===== src/rtl/i2cb_pkg.sv =====
package i2cb_pkg;

  typedef enum logic [2:0] {
    OP_START = 3'd0,
    OP_WRITE = 3'd1,
    OP_READ  = 3'd2,
    OP_NACK  = 3'd3,
    OP_END   = 3'd4
  } op_e;

  typedef enum logic [3:0] {
    ST_IDLE,
    ST_RX,
    ST_RX_ACK,
    ST_WAIT_ACK,
    ST_TX_FIRST,
    ST_WAIT_RD,
    ST_TX,
    ST_TX_ACK,
    ST_NACKED
  } state_e;

endpackage


===== src/rtl/i2cb_sync.sv =====
module i2cb_sync #(
  parameter int STAGES = 2
) (
  input  logic clk_i,
  input  logic rst_ni,
  input  logic d_i,
  output logic q_o
);
  logic [STAGES-1:0] ff_q;

  // idle bus level is high, so reset to ones
  always_ff @(posedge clk_i or negedge rst_ni) begin
    if (!rst_ni) ff_q <= '1;
    else         ff_q <= {ff_q[STAGES-2:0], d_i};
  end

  assign q_o = ff_q[STAGES-1];
endmodule


===== src/rtl/i2cb_line_events.sv =====
module i2cb_line_events (
  input  logic clk_i,
  input  logic rst_ni,
  input  logic scl_s_i,
  input  logic sda_s_i,
  output logic start_o,
  output logic stop_o,
  output logic rise_o,
  output logic fall_o,
  output logic sda_lvl_o
);
  logic scl_q, sda_q;

  always_ff @(posedge clk_i or negedge rst_ni) begin
    if (!rst_ni) begin
      scl_q <= 1'b1;
      sda_q <= 1'b1;
    end else begin
      scl_q <= scl_s_i;
      sda_q <= sda_s_i;
    end
  end

  logic scl_high;
  assign scl_high = scl_q & scl_s_i;

  assign start_o   = scl_high &  sda_q & ~sda_s_i;
  assign stop_o    = scl_high & ~sda_q &  sda_s_i;
  // bus conditions win over clock edges
  assign rise_o    = ~scl_q &  scl_s_i & ~(start_o | stop_o);
  assign fall_o    =  scl_q & ~scl_s_i & ~(start_o | stop_o);
  assign sda_lvl_o = sda_q;
endmodule


===== src/rtl/i2cb_fsm.sv =====
module i2cb_fsm
  import i2cb_pkg::*;
#(
  parameter int BYTE_W = 8,
  localparam int ADDR_W = BYTE_W - 1,
  localparam int CNT_W  = $clog2(BYTE_W)
) (
  input  logic              clk_i,
  input  logic              rst_ni,
  input  logic              start_i,
  input  logic              stop_i,
  input  logic              rise_i,
  input  logic              fall_i,
  input  logic              sda_lvl_i,
  input  logic              rsp_valid_i,
  input  logic              rsp_reject_i,
  input  logic [BYTE_W-1:0] rsp_data_i,
  output logic              drive_o,
  output state_e            state_o,
  output logic              req_valid_o,
  output op_e               req_op_o,
  output logic [ADDR_W-1:0] req_addr_o,
  output logic              req_rnw_o,
  output logic [BYTE_W-1:0] req_data_o
);
  localparam logic [CNT_W-1:0] LAST_BIT = CNT_W'(BYTE_W - 1);

  state_e            state_q;
  logic [CNT_W-1:0]  cnt_q;
  logic [BYTE_W-1:0] shreg_q;
  logic              have_addr_q;
  logic              drive_q;

  always_ff @(posedge clk_i or negedge rst_ni) begin
    if (!rst_ni) begin
      state_q     <= ST_IDLE;
      cnt_q       <= '0;
      shreg_q     <= '0;
      have_addr_q <= 1'b0;
      drive_q     <= 1'b1;
      req_valid_o <= 1'b0;
      req_op_o    <= OP_END;
      req_addr_o  <= '0;
      req_rnw_o   <= 1'b0;
      req_data_o  <= '0;
    end else begin
      req_valid_o <= 1'b0;
      if (start_i) begin
        state_q     <= ST_RX;
        cnt_q       <= '0;
        have_addr_q <= 1'b0;
        drive_q     <= 1'b1;
      end else if (stop_i) begin
        if (have_addr_q) begin
          req_valid_o <= 1'b1;
          req_op_o    <= OP_END;
        end
        have_addr_q <= 1'b0;
        state_q     <= ST_IDLE;
        drive_q     <= 1'b1;
      end else begin
        // back-end replies
        if (rsp_valid_i) begin
          case (state_q)
            ST_WAIT_ACK: begin
              if (rsp_reject_i) begin
                if (have_addr_q) begin
                  req_valid_o <= 1'b1;
                  req_op_o    <= OP_END;
                end
                have_addr_q <= 1'b0;
                state_q     <= ST_IDLE;
                drive_q     <= 1'b1;
              end else begin
                drive_q <= 1'b0;
                cnt_q   <= '0;
                if (!have_addr_q) begin
                  have_addr_q <= 1'b1;
                  state_q     <= shreg_q[0] ? ST_TX_FIRST : ST_RX;
                end else begin
                  state_q <= ST_RX;
                end
              end
            end
            ST_WAIT_RD: begin
              if (rsp_reject_i) begin
                req_valid_o <= 1'b1;
                req_op_o    <= OP_END;
                have_addr_q <= 1'b0;
                state_q     <= ST_IDLE;
                drive_q     <= 1'b1;
              end else begin
                drive_q <= rsp_data_i[BYTE_W-1];
                shreg_q <= {rsp_data_i[BYTE_W-2:0], 1'b0};
                cnt_q   <= CNT_W'(1);
                state_q <= ST_TX;
              end
            end
            default: ;
          endcase
        end

        if (rise_i) begin
          case (state_q)
            ST_RX: begin
              shreg_q <= {shreg_q[BYTE_W-2:0], sda_lvl_i};
              drive_q <= 1'b1;
              if (cnt_q == LAST_BIT) state_q <= ST_RX_ACK;
              else                   cnt_q   <= cnt_q + 1'b1;
            end
            ST_RX_ACK: begin
              req_valid_o <= 1'b1;
              if (!have_addr_q) begin
                req_op_o   <= OP_START;
                req_addr_o <= shreg_q[BYTE_W-1:1];
                req_rnw_o  <= shreg_q[0];
              end else begin
                req_op_o   <= OP_WRITE;
                req_data_o <= shreg_q;
              end
              state_q <= ST_WAIT_ACK;
            end
            ST_TX_FIRST: begin
              req_valid_o <= 1'b1;
              req_op_o    <= OP_READ;
              state_q     <= ST_WAIT_RD;
            end
            ST_TX: begin
              drive_q <= shreg_q[BYTE_W-1];
              shreg_q <= {shreg_q[BYTE_W-2:0], 1'b0};
              if (cnt_q == LAST_BIT) state_q <= ST_TX_ACK;
              else                   cnt_q   <= cnt_q + 1'b1;
            end
            ST_TX_ACK: begin
              drive_q <= 1'b1;
              if (sda_lvl_i) begin
                req_valid_o <= 1'b1;
                req_op_o    <= OP_NACK;
                state_q     <= ST_NACKED;
              end else begin
                state_q <= ST_TX_FIRST;
              end
            end
            default: ;
          endcase
        end

        if (fall_i) drive_q <= 1'b1;
      end
    end
  end

  assign drive_o = drive_q;
  assign state_o = state_q;
endmodule


===== src/rtl/i2c_bridge.sv =====
module i2c_bridge
  import i2cb_pkg::*;
#(
  parameter int BYTE_W      = 8,
  parameter int SYNC_STAGES = 2,
  localparam int ADDR_W = BYTE_W - 1,
  localparam int N_LINES = 2
) (
  input  logic              clk_i,
  input  logic              rst_ni,
  input  logic              scl_i,
  input  logic              sda_i,
  output logic              sda_o,
  output logic              req_valid_o,
  output logic [2:0]        req_op_o,
  output logic [ADDR_W-1:0] req_addr_o,
  output logic              req_rnw_o,
  output logic [BYTE_W-1:0] req_data_o,
  input  logic              rsp_valid_i,
  input  logic              rsp_reject_i,
  input  logic [BYTE_W-1:0] rsp_data_i
);
  logic [N_LINES-1:0] line_raw, line_s;
  assign line_raw = {sda_i, scl_i};

  for (genvar g = 0; g < N_LINES; g++) begin : g_sync
    i2cb_sync #(.STAGES(SYNC_STAGES)) u_sync (
      .clk_i (clk_i),
      .rst_ni(rst_ni),
      .d_i   (line_raw[g]),
      .q_o   (line_s[g])
    );
  end

  logic evt_start, evt_stop, evt_rise, evt_fall, sda_lvl;

  i2cb_line_events u_events (
    .clk_i    (clk_i),
    .rst_ni   (rst_ni),
    .scl_s_i  (line_s[0]),
    .sda_s_i  (line_s[1]),
    .start_o  (evt_start),
    .stop_o   (evt_stop),
    .rise_o   (evt_rise),
    .fall_o   (evt_fall),
    .sda_lvl_o(sda_lvl)
  );

  logic   drive;
  state_e state;
  op_e    req_op;

  i2cb_fsm #(.BYTE_W(BYTE_W)) u_fsm (
    .clk_i       (clk_i),
    .rst_ni      (rst_ni),
    .start_i     (evt_start),
    .stop_i      (evt_stop),
    .rise_i      (evt_rise),
    .fall_i      (evt_fall),
    .sda_lvl_i   (sda_lvl),
    .rsp_valid_i (rsp_valid_i),
    .rsp_reject_i(rsp_reject_i),
    .rsp_data_i  (rsp_data_i),
    .drive_o     (drive),
    .state_o     (state),
    .req_valid_o (req_valid_o),
    .req_op_o    (req_op),
    .req_addr_o  (req_addr_o),
    .req_rnw_o   (req_rnw_o),
    .req_data_o  (req_data_o)
  );

  assign req_op_o = req_op;
  assign sda_o    = drive & sda_lvl;
endmodule


===== config.mk =====
export PLATFORM = sky130hd
export DESIGN_NAME = i2c_bridge
export DESIGN_NICKNAME = d
export VERILOG_FILES = /design/src/rtl/i2cb_pkg.sv /design/src/rtl/i2cb_sync.sv /design/src/rtl/i2cb_line_events.sv /design/src/rtl/i2cb_fsm.sv /design/src/rtl/i2c_bridge.sv
export SDC_FILE = /design/constraint.sdc
export NUM_CORES = 1
export LEC_CHECK = 0
export CORE_MARGIN = 1
export CORE_UTILIZATION = 53
export CTS_CLUSTER_DIAMETER = 120
export CTS_CLUSTER_SIZE = 8
export DETAILED_ROUTE_END_ITERATION = 6
export GPL_TIMING_DRIVEN = 0
export PLACE_DENSITY = 0.83
export SYNTH_ARGS = -nofsm -noshare
export SYNTH_HDL_FRONTEND = slang
export SYNTH_SLANG_ARGS = --single-unit

===== constraint.sdc =====
create_clock -name clk_i -period 2.52 [get_ports clk_i]
set_input_delay 0.756 -clock clk_i [delete_from_list [all_inputs] [get_ports clk_i]]
set_output_delay 0.756 -clock clk_i [all_outputs]
set_load 0.03 [all_outputs]

**After elaboration in Yosys (flattened, before gate mapping)**

Index checks and enable logic that the tools add are counted.

- Flip-flop bits (word level): 43
- Output and inout bits: 21
- Logic and storage cells: 114
- Input bits: 14

- Reduce and logical (&&, ||, !) cells: 9
- Bitwise gates (word level): 19
- Add/subtract/negate cells: 1
- Muxes and demuxes: 61
- Equal/unequal tests: 10

Operators by type and width:

| kind | count |
|---|---|
| $mux W3 | 17 |
| $mux W4 | 9 |
| $mux W8 | 4 |
| $mux W1 | 20 |
| $pmux W4 S5 | 1 |
| $eq A4 B3 Y1 const B | 4 |
| $pmux W8 S2 | 1 |
| $pmux W3 S2 | 2 |
| $and A1 B1 Y1 | 10 |
| $pmux W1 S2 | 5 |
| $reduce_and A5 Y1 | 2 |
| $pmux W3 S3 | 1 |
| $eq A4 B2 Y1 const B | 2 |
| $not A1 Y1 | 8 |
| $pmux W4 S2 | 1 |
| $reduce_or A2 Y1 | 3 |
| $eq A4 B1 Y1 const B | 1 |
| $ne A4 B4 Y1 const B | 1 |
| $reduce_bool A4 Y1 | 1 |
| $add A3 B1 Y3 const B | 1 |
| $eq A3 B3 Y1 const B | 1 |
| $reduce_and A3 Y1 | 1 |
| $reduce_bool A3 Y1 | 1 |
| $ne A2 B1 Y1 const B | 1 |
| 2 further kinds | 2 |

**Logic depth before layout (Yosys ltp)**

- Word-level depth: 10
- Mapped depth: 6
- Depth with buffers taken out: 6

**Hierarchy**

Synthesis repeated with hierarchy kept, for this count alone.

- Cells, all modules: 199
- Area total of the unflattened synthesis: 2182.1 µm²

Modules (own cells, without submodules):

| module | cells each | sequential area each (µm²) | area each (µm²) | times used |
|---|---|---|---|---|
| i2cb_fsm | 188 | 928.4 | 1985.7 | 1 |
| i2cb_sync | 2 | 52.6 | 52.6 | 2 |
| i2cb_line_events | 6 | 52.6 | 85.1 | 1 |
| i2c_bridge | 1 | 0.0 | 6.3 | 1 |

**Least setup slack after synthesis**

Ideal clock, no wire load.

- Kind: reg-to-reg
- From: reg g_sync[0].u_sync.ff_q[1]
- To: reg u_fsm.shreg_q[2]
- Path slack: 0.474 ns
- Required time: 2.395 ns
- Arrival time: 1.922 ns
- Setup time: 0.125 ns
- Cell stages (with the launch flop): 7
- Clock period less this slack: 2.046 ns
- Buffers on the path: 2
- Path through: dfstp_2 > or3b_1 > buf_6 > a21o_1 > buf_6 > a21oi_4 > mux2_2

- Longest elaborated chain between the ends: 7
- Elaborated cells on any way between the ends: 13
- Classes of those cells: 1 x mux; 11 x bitwise; 1 x reduce/logical

Ends and longest elaborated chain:

| what | line | text |
|---|---|---|
| start: declaration | i2cb_sync.sv:9 | `logic [STAGES-1:0] ff_q;` |
| start signal: assignment | i2cb_sync.sv:14 | `else ff_q <= {ff_q[STAGES-2:0], d_i};` |
| $and A1 B1 Y1 | i2cb_line_events.sv:25 | `assign scl_high = scl_q & scl_s_i;` |
| $and A1 B1 Y1 (on tied branches) (2 in series) | i2cb_line_events.sv:27, i2cb_line_events.sv:28 |  |
| $or A1 B1 Y1 | i2cb_line_events.sv:30 | `assign rise_o = ~scl_q & scl_s_i & ~(start_o \| stop_o);` |
| $not A1 Y1 | i2cb_line_events.sv:30 |  |
| $and A1 B1 Y1 | i2cb_line_events.sv:30 |  |
| $mux W8 | i2cb_fsm.sv:103 | `if (rise_i) begin` |
| end signal: assignment | i2cb_fsm.sv:94 | `shreg_q <= {rsp_data_i[BYTE_W-2:0], 1'b0};` |
| end signal: assignment | i2cb_fsm.sv:106 | `shreg_q <= {shreg_q[BYTE_W-2:0], sda_lvl_i};` |
| end signal: assignment | i2cb_fsm.sv:130 | `shreg_q <= {shreg_q[BYTE_W-2:0], 1'b0};` |
| end: declaration | i2cb_fsm.sv:30 | `logic [BYTE_W-1:0] shreg_q;` |

Parallel ways exist; a longest one is shown, timed or not.
A chain may end at the register's enable or synchronous reset.

**Worst setup path after layout**

- From: in rsp_reject_i
- To: reg u_fsm.shreg_q[6]

- Longest elaborated chain between the ends: 5

Ends and longest elaborated chain:

| what | line | text |
|---|---|---|
| start: declaration | i2c_bridge.sv:20 | `input logic rsp_reject_i,` |
| $mux W8 * | i2cb_fsm.sv:86 | `if (rsp_reject_i) begin` |
| $mux W8 * | i2cb_fsm.sv:64 | `case (state_q)` |
| $mux W8 * | i2cb_fsm.sv:63 | `if (rsp_valid_i) begin` |
| $pmux W8 S2 | i2cb_fsm.sv:104 | `case (state_q)` |
| $mux W8 * | i2cb_fsm.sv:103 |  |

Every way passes the cells marked *; elsewhere a longest branch is shown, timed or not.

==> impl_metrics.py <==
metrics = {
    "clock_network": {
        "path_clk_slew_ns": 0.08,
        "cts.path.max_buffers": 2,
        "clk_latency_ns": 0.30,
        "cts_inserted_buffers": 5,
        "clock_tree.root_cell": "clkbuf_8",
        "cts_hold_buffers": 0,
        "htreeDepth": 2,
        "cts_tree": "done",
        "numClockSinks": 43,
    },
    "grt": {
        "grt_pass1_vias": 1660,
        "grt_util_all_layers_pct": 24.7,
        "grt_antenna_before_repair": 0,
        "grt-ovfl-total": 0,
        "grt_pass1_wl_um": 8070,
        "grt_max_degree": 30,
    },
    "sta": {
        "hold_ws_ns": 0.366,
        "hold_viol": 0,
        "finalSetupViolations": 0,
        "slew_headroom_pct": 42.6,
        "clock_skew_ns": 0.00609,
        "post-route-period-util_pct": 99.6,
        "min_period_ns": 2.51,
        "max_freq_mhz": 399,
        "drv_slew": 0,
        "tightest_slew_ns": 0.859,
        "fin_tns_setup_ns": 0,
    },
    "yosys": {
        "ys_seq_area_share_pct": 48.3,
        "yosys_warnings": 0,
        "synth_flop_cell": "dfrtp_1",
        "synth.distinct_cells": 55,
        "postSynthAreaPerCell_um2": 11.6,
        "synth-seq-cells": 43,
        "synth.top_cell.area_share_pct": 39.0,
        "syn_inst": 194,
        "yosysTopAreaCell": "dfrtp_1",
        "synthArstFlopShare_pct": 100,
        "syn-cell-area_um2": 2250,
        "syn_nets": 210,
        "synth_enable_flop_cells": 0,
        "synthTopCellsByArea": "dfrtp_1, mux2_2, dfstp_2",
    },
    "power_and_ir_drop": {
        "power_mw": 3.20,
        "power_density_nw_per_um2": 1150,
        "comb_power_share_pct": 46.7,
        "vdd_drop_max_mv": 0.809,
        "p_int_mw": 1.96,
        "p_sw_mw": 1.24,
        "power.leakage_nw": 1.18,
        "switching_share_pct": 38.7,
        "pwr-share-seq_pct": 35.9,
        "clockPowerShare_pct": 17.4,
    },
    "routing": {
        "avgRoutedWirePerCell_um": 17.2,
        "dr.pass1.iters": 4,
        "drcViolationCount": 0,
        "drt-total-wl_um": 4940,
        "drtAntennaViolNets": 0,
        "vias_per_cell": 5.98,
        "first_iter_violations": 94,
        "vias": 1715,
    },
    "cells_and_area": {
        "syn_to_final_growth_pct": 24.1,
        "fin_nets": 252,
        "fillCellCount": 305,
        "design_area_um2": 2790,
        "final_cell_count_no_fill": 287,
        "multi_input_area_um2": 1090,
        "drive_gt1_share_pct": 26.2,
        "n_antenna_cell": 0,
        "seq_area_um2": 1090,
    },
    "floorplan": {
        "die_y_um": 67.1,
        "rows": 23,
        "die-area_um2": 4500,
        "core_area_um2": 4030,
        "die_w_um": 67.1,
        "ios": 35,
        "initial_core_util_pct": 55.8,
    },
    "setup_path": {
        "r2r_slack_ns": 0.26,
        "r2r_end": "u_fsm.shreg_q[6]",
        "setup.worst_path.start_class": "input pin",
        "slowest_stage": "clkdlybuf4s50_1",
        "cpPeakStageDelay_ns": 0.58,
        "critPathCaptureType": "flip-flop",
        "r2r_start": "g_sync[0].u_sync.ff_q[1]",
        "cp.required_ns": 2.71,
        "worstPathArrival_ns": 2.70,
        "worstSetupPathType": "in2reg",
        "crit_start": "rsp_reject_i",
        "cp_cell_sequence": "clkdlybuf4s50_1 > nor4bb_2 > nand3_1 > a21oi_4 > mux2_2",
        "worst-path-buf-inv": 1,
        "rr_worst_depth": 6,
        "crit_fanout": 8,
        "crit_family": "simple AND/OR/NAND/NOR gates",
    },
    "place": {
        "place_area_um2": 2670,
        "dp.cells": 279,
        "dp_hpwl_um": 3560,
        "io_buffers": 34,
        "routabilityCongestion": 0.973,
    },
    "worst_hold_path": {
        "hold_path.class": "in2async",
    },
    "outcome": {
        "status": "completed",
    },
    "flow_run": {
        "cap_violations": 0,
    },
}
[per-layer routing]
layer  vias to the layer above  share of wire (%)  GRT usage (%)
met2                        35                 50           40.9
li1                        800                  -              -
met5                         -                  0              0
met4                         0                1.2           8.51
met1                       874                 45           31.5
met3                         6                4.6           5.48
[per-stage QoR]
step	util (%)	setup WS [ns]
2_1_floorplan	-	0.474
3_3_place_gp	65.8	-0.384
3_5_place_dp	66.1	-0.318
4_1_cts	69.0	0.000375
5_1_grt	69.2	-0.0520
6_report	69.2	0.0109
[cell usage after synthesis, drive strengths merged (4+ instances only)]
master / count
o21ai: 11
nand3: 4
a21oi: 6
inv: 7
mux2: 30
nand2: 10
dfrtp: 35
nand2b: 4
buf: 6
nor2: 11
dfstp: 8
[cell usage in the layout (no fill, tap or decap), types with 5 or more instances in the layout]
cell,synthesis,layout
nand2_1,10,10
clkdlybuf4s50_1,0,32
o21ai_0,11,11
clkbuf_8,0,6
dfrtp_1,35,35
dfstp_2,8,8
inv_1,7,7
mux2_2,21,21
a21oi_1,5,5
nor2_1,11,11
mux2_4,9,9
[power groups by stage]
stage | clock (mW) | sequential [mW] | combinational [mW]
after global routing | 0.593 | 1.19 | 1.60
after global placement | 0 | 1.15 | 1.46
after floorplan | 0 | 1.40 | 0.722
after detailed placement | 0 | 1.16 | 1.49
final | 0.557 | 1.15 | 1.50
after CTS | 0.569 | 1.15 | 1.50
[how the worst max path moves through the flow]
stage / to / cells after the start
finish: u_fsm.shreg_q[6] / 5
global route: u_fsm.shreg_q[6] / 5
CTS: u_fsm.shreg_q[6] / 5
detailed placement: u_fsm.shreg_q[2] / 5
global placement: u_fsm.req_addr_o[1] / 1
floorplan: u_fsm.shreg_q[2] / 6
[what timing repair did]
item	CTS	global route
pin swaps	0	1
endpoints found under the setup margin	1	7
setup buffers	0	0
gates resized for setup	1	1
gates cloned	0	0
[sequential cells by signal, indices dropped and copies added, names as in the netlist]
register,count
u_fsm.drive_o,1
u_events.sda_lvl_o,1
u_events.scl_q,1
u_fsm.req_data_o,8
u_fsm.req_op_o,3
u_fsm.req_rnw_o,1
u_fsm.shreg_q,8
u_fsm.have_addr_q,1
g_sync.u_sync.ff_q,4
u_fsm.state_o,4
u_fsm.req_addr_o,7
u_fsm.req_valid_o,1
u_fsm.cnt_q,3
[kinds of logic after synthesis]
| kind of cell | count (synthesis) | share of synthesized area [%] |
|---|---|---|
| buffers and inverters | 16 | 3.51 |
| adders and majority gates | 2 | 1.11 |
| and+or+nand+nor | 54 | 14.5 |
| DFF | 43 | 48.3 |
| xor gates and xnor gates | 4 | 1.56 |
| AOI/OAI and AO/OA | 44 | 14.0 |
| muxes | 31 | 17.0 |
[area by class of cell]
| class | count | area share, % |
|---|---|---|
| plain buffers | 9 | 1.89 |
| clock buffers | 6 | 2.96 |
| clock inverters | 2 | 1.26 |
| inverters | 7 | 0.943 |
| multi-input cells | 135 | 39.0 |
| flip-flops and latches | 43 | 39.0 |
| well taps | 50 | 2.24 |
| repair buffers | 35 | 12.7 |
[worst reg2reg max path, delay by kind of cell, from the launching register on]
| family | cells | cell delay [ns] |
|---|---|---|
| buffers and inverters | 2 | 0.32 |
| AND/OR/NAND/NOR | 1 | 0.38 |
| AO/OA/AOI/OAI | 2 | 0.49 |
| multiplexers | 1 | 0.38 |
| flip-flops | 1 | 0.59 |
No activity file was read; power rests on OpenSTA's default activity.
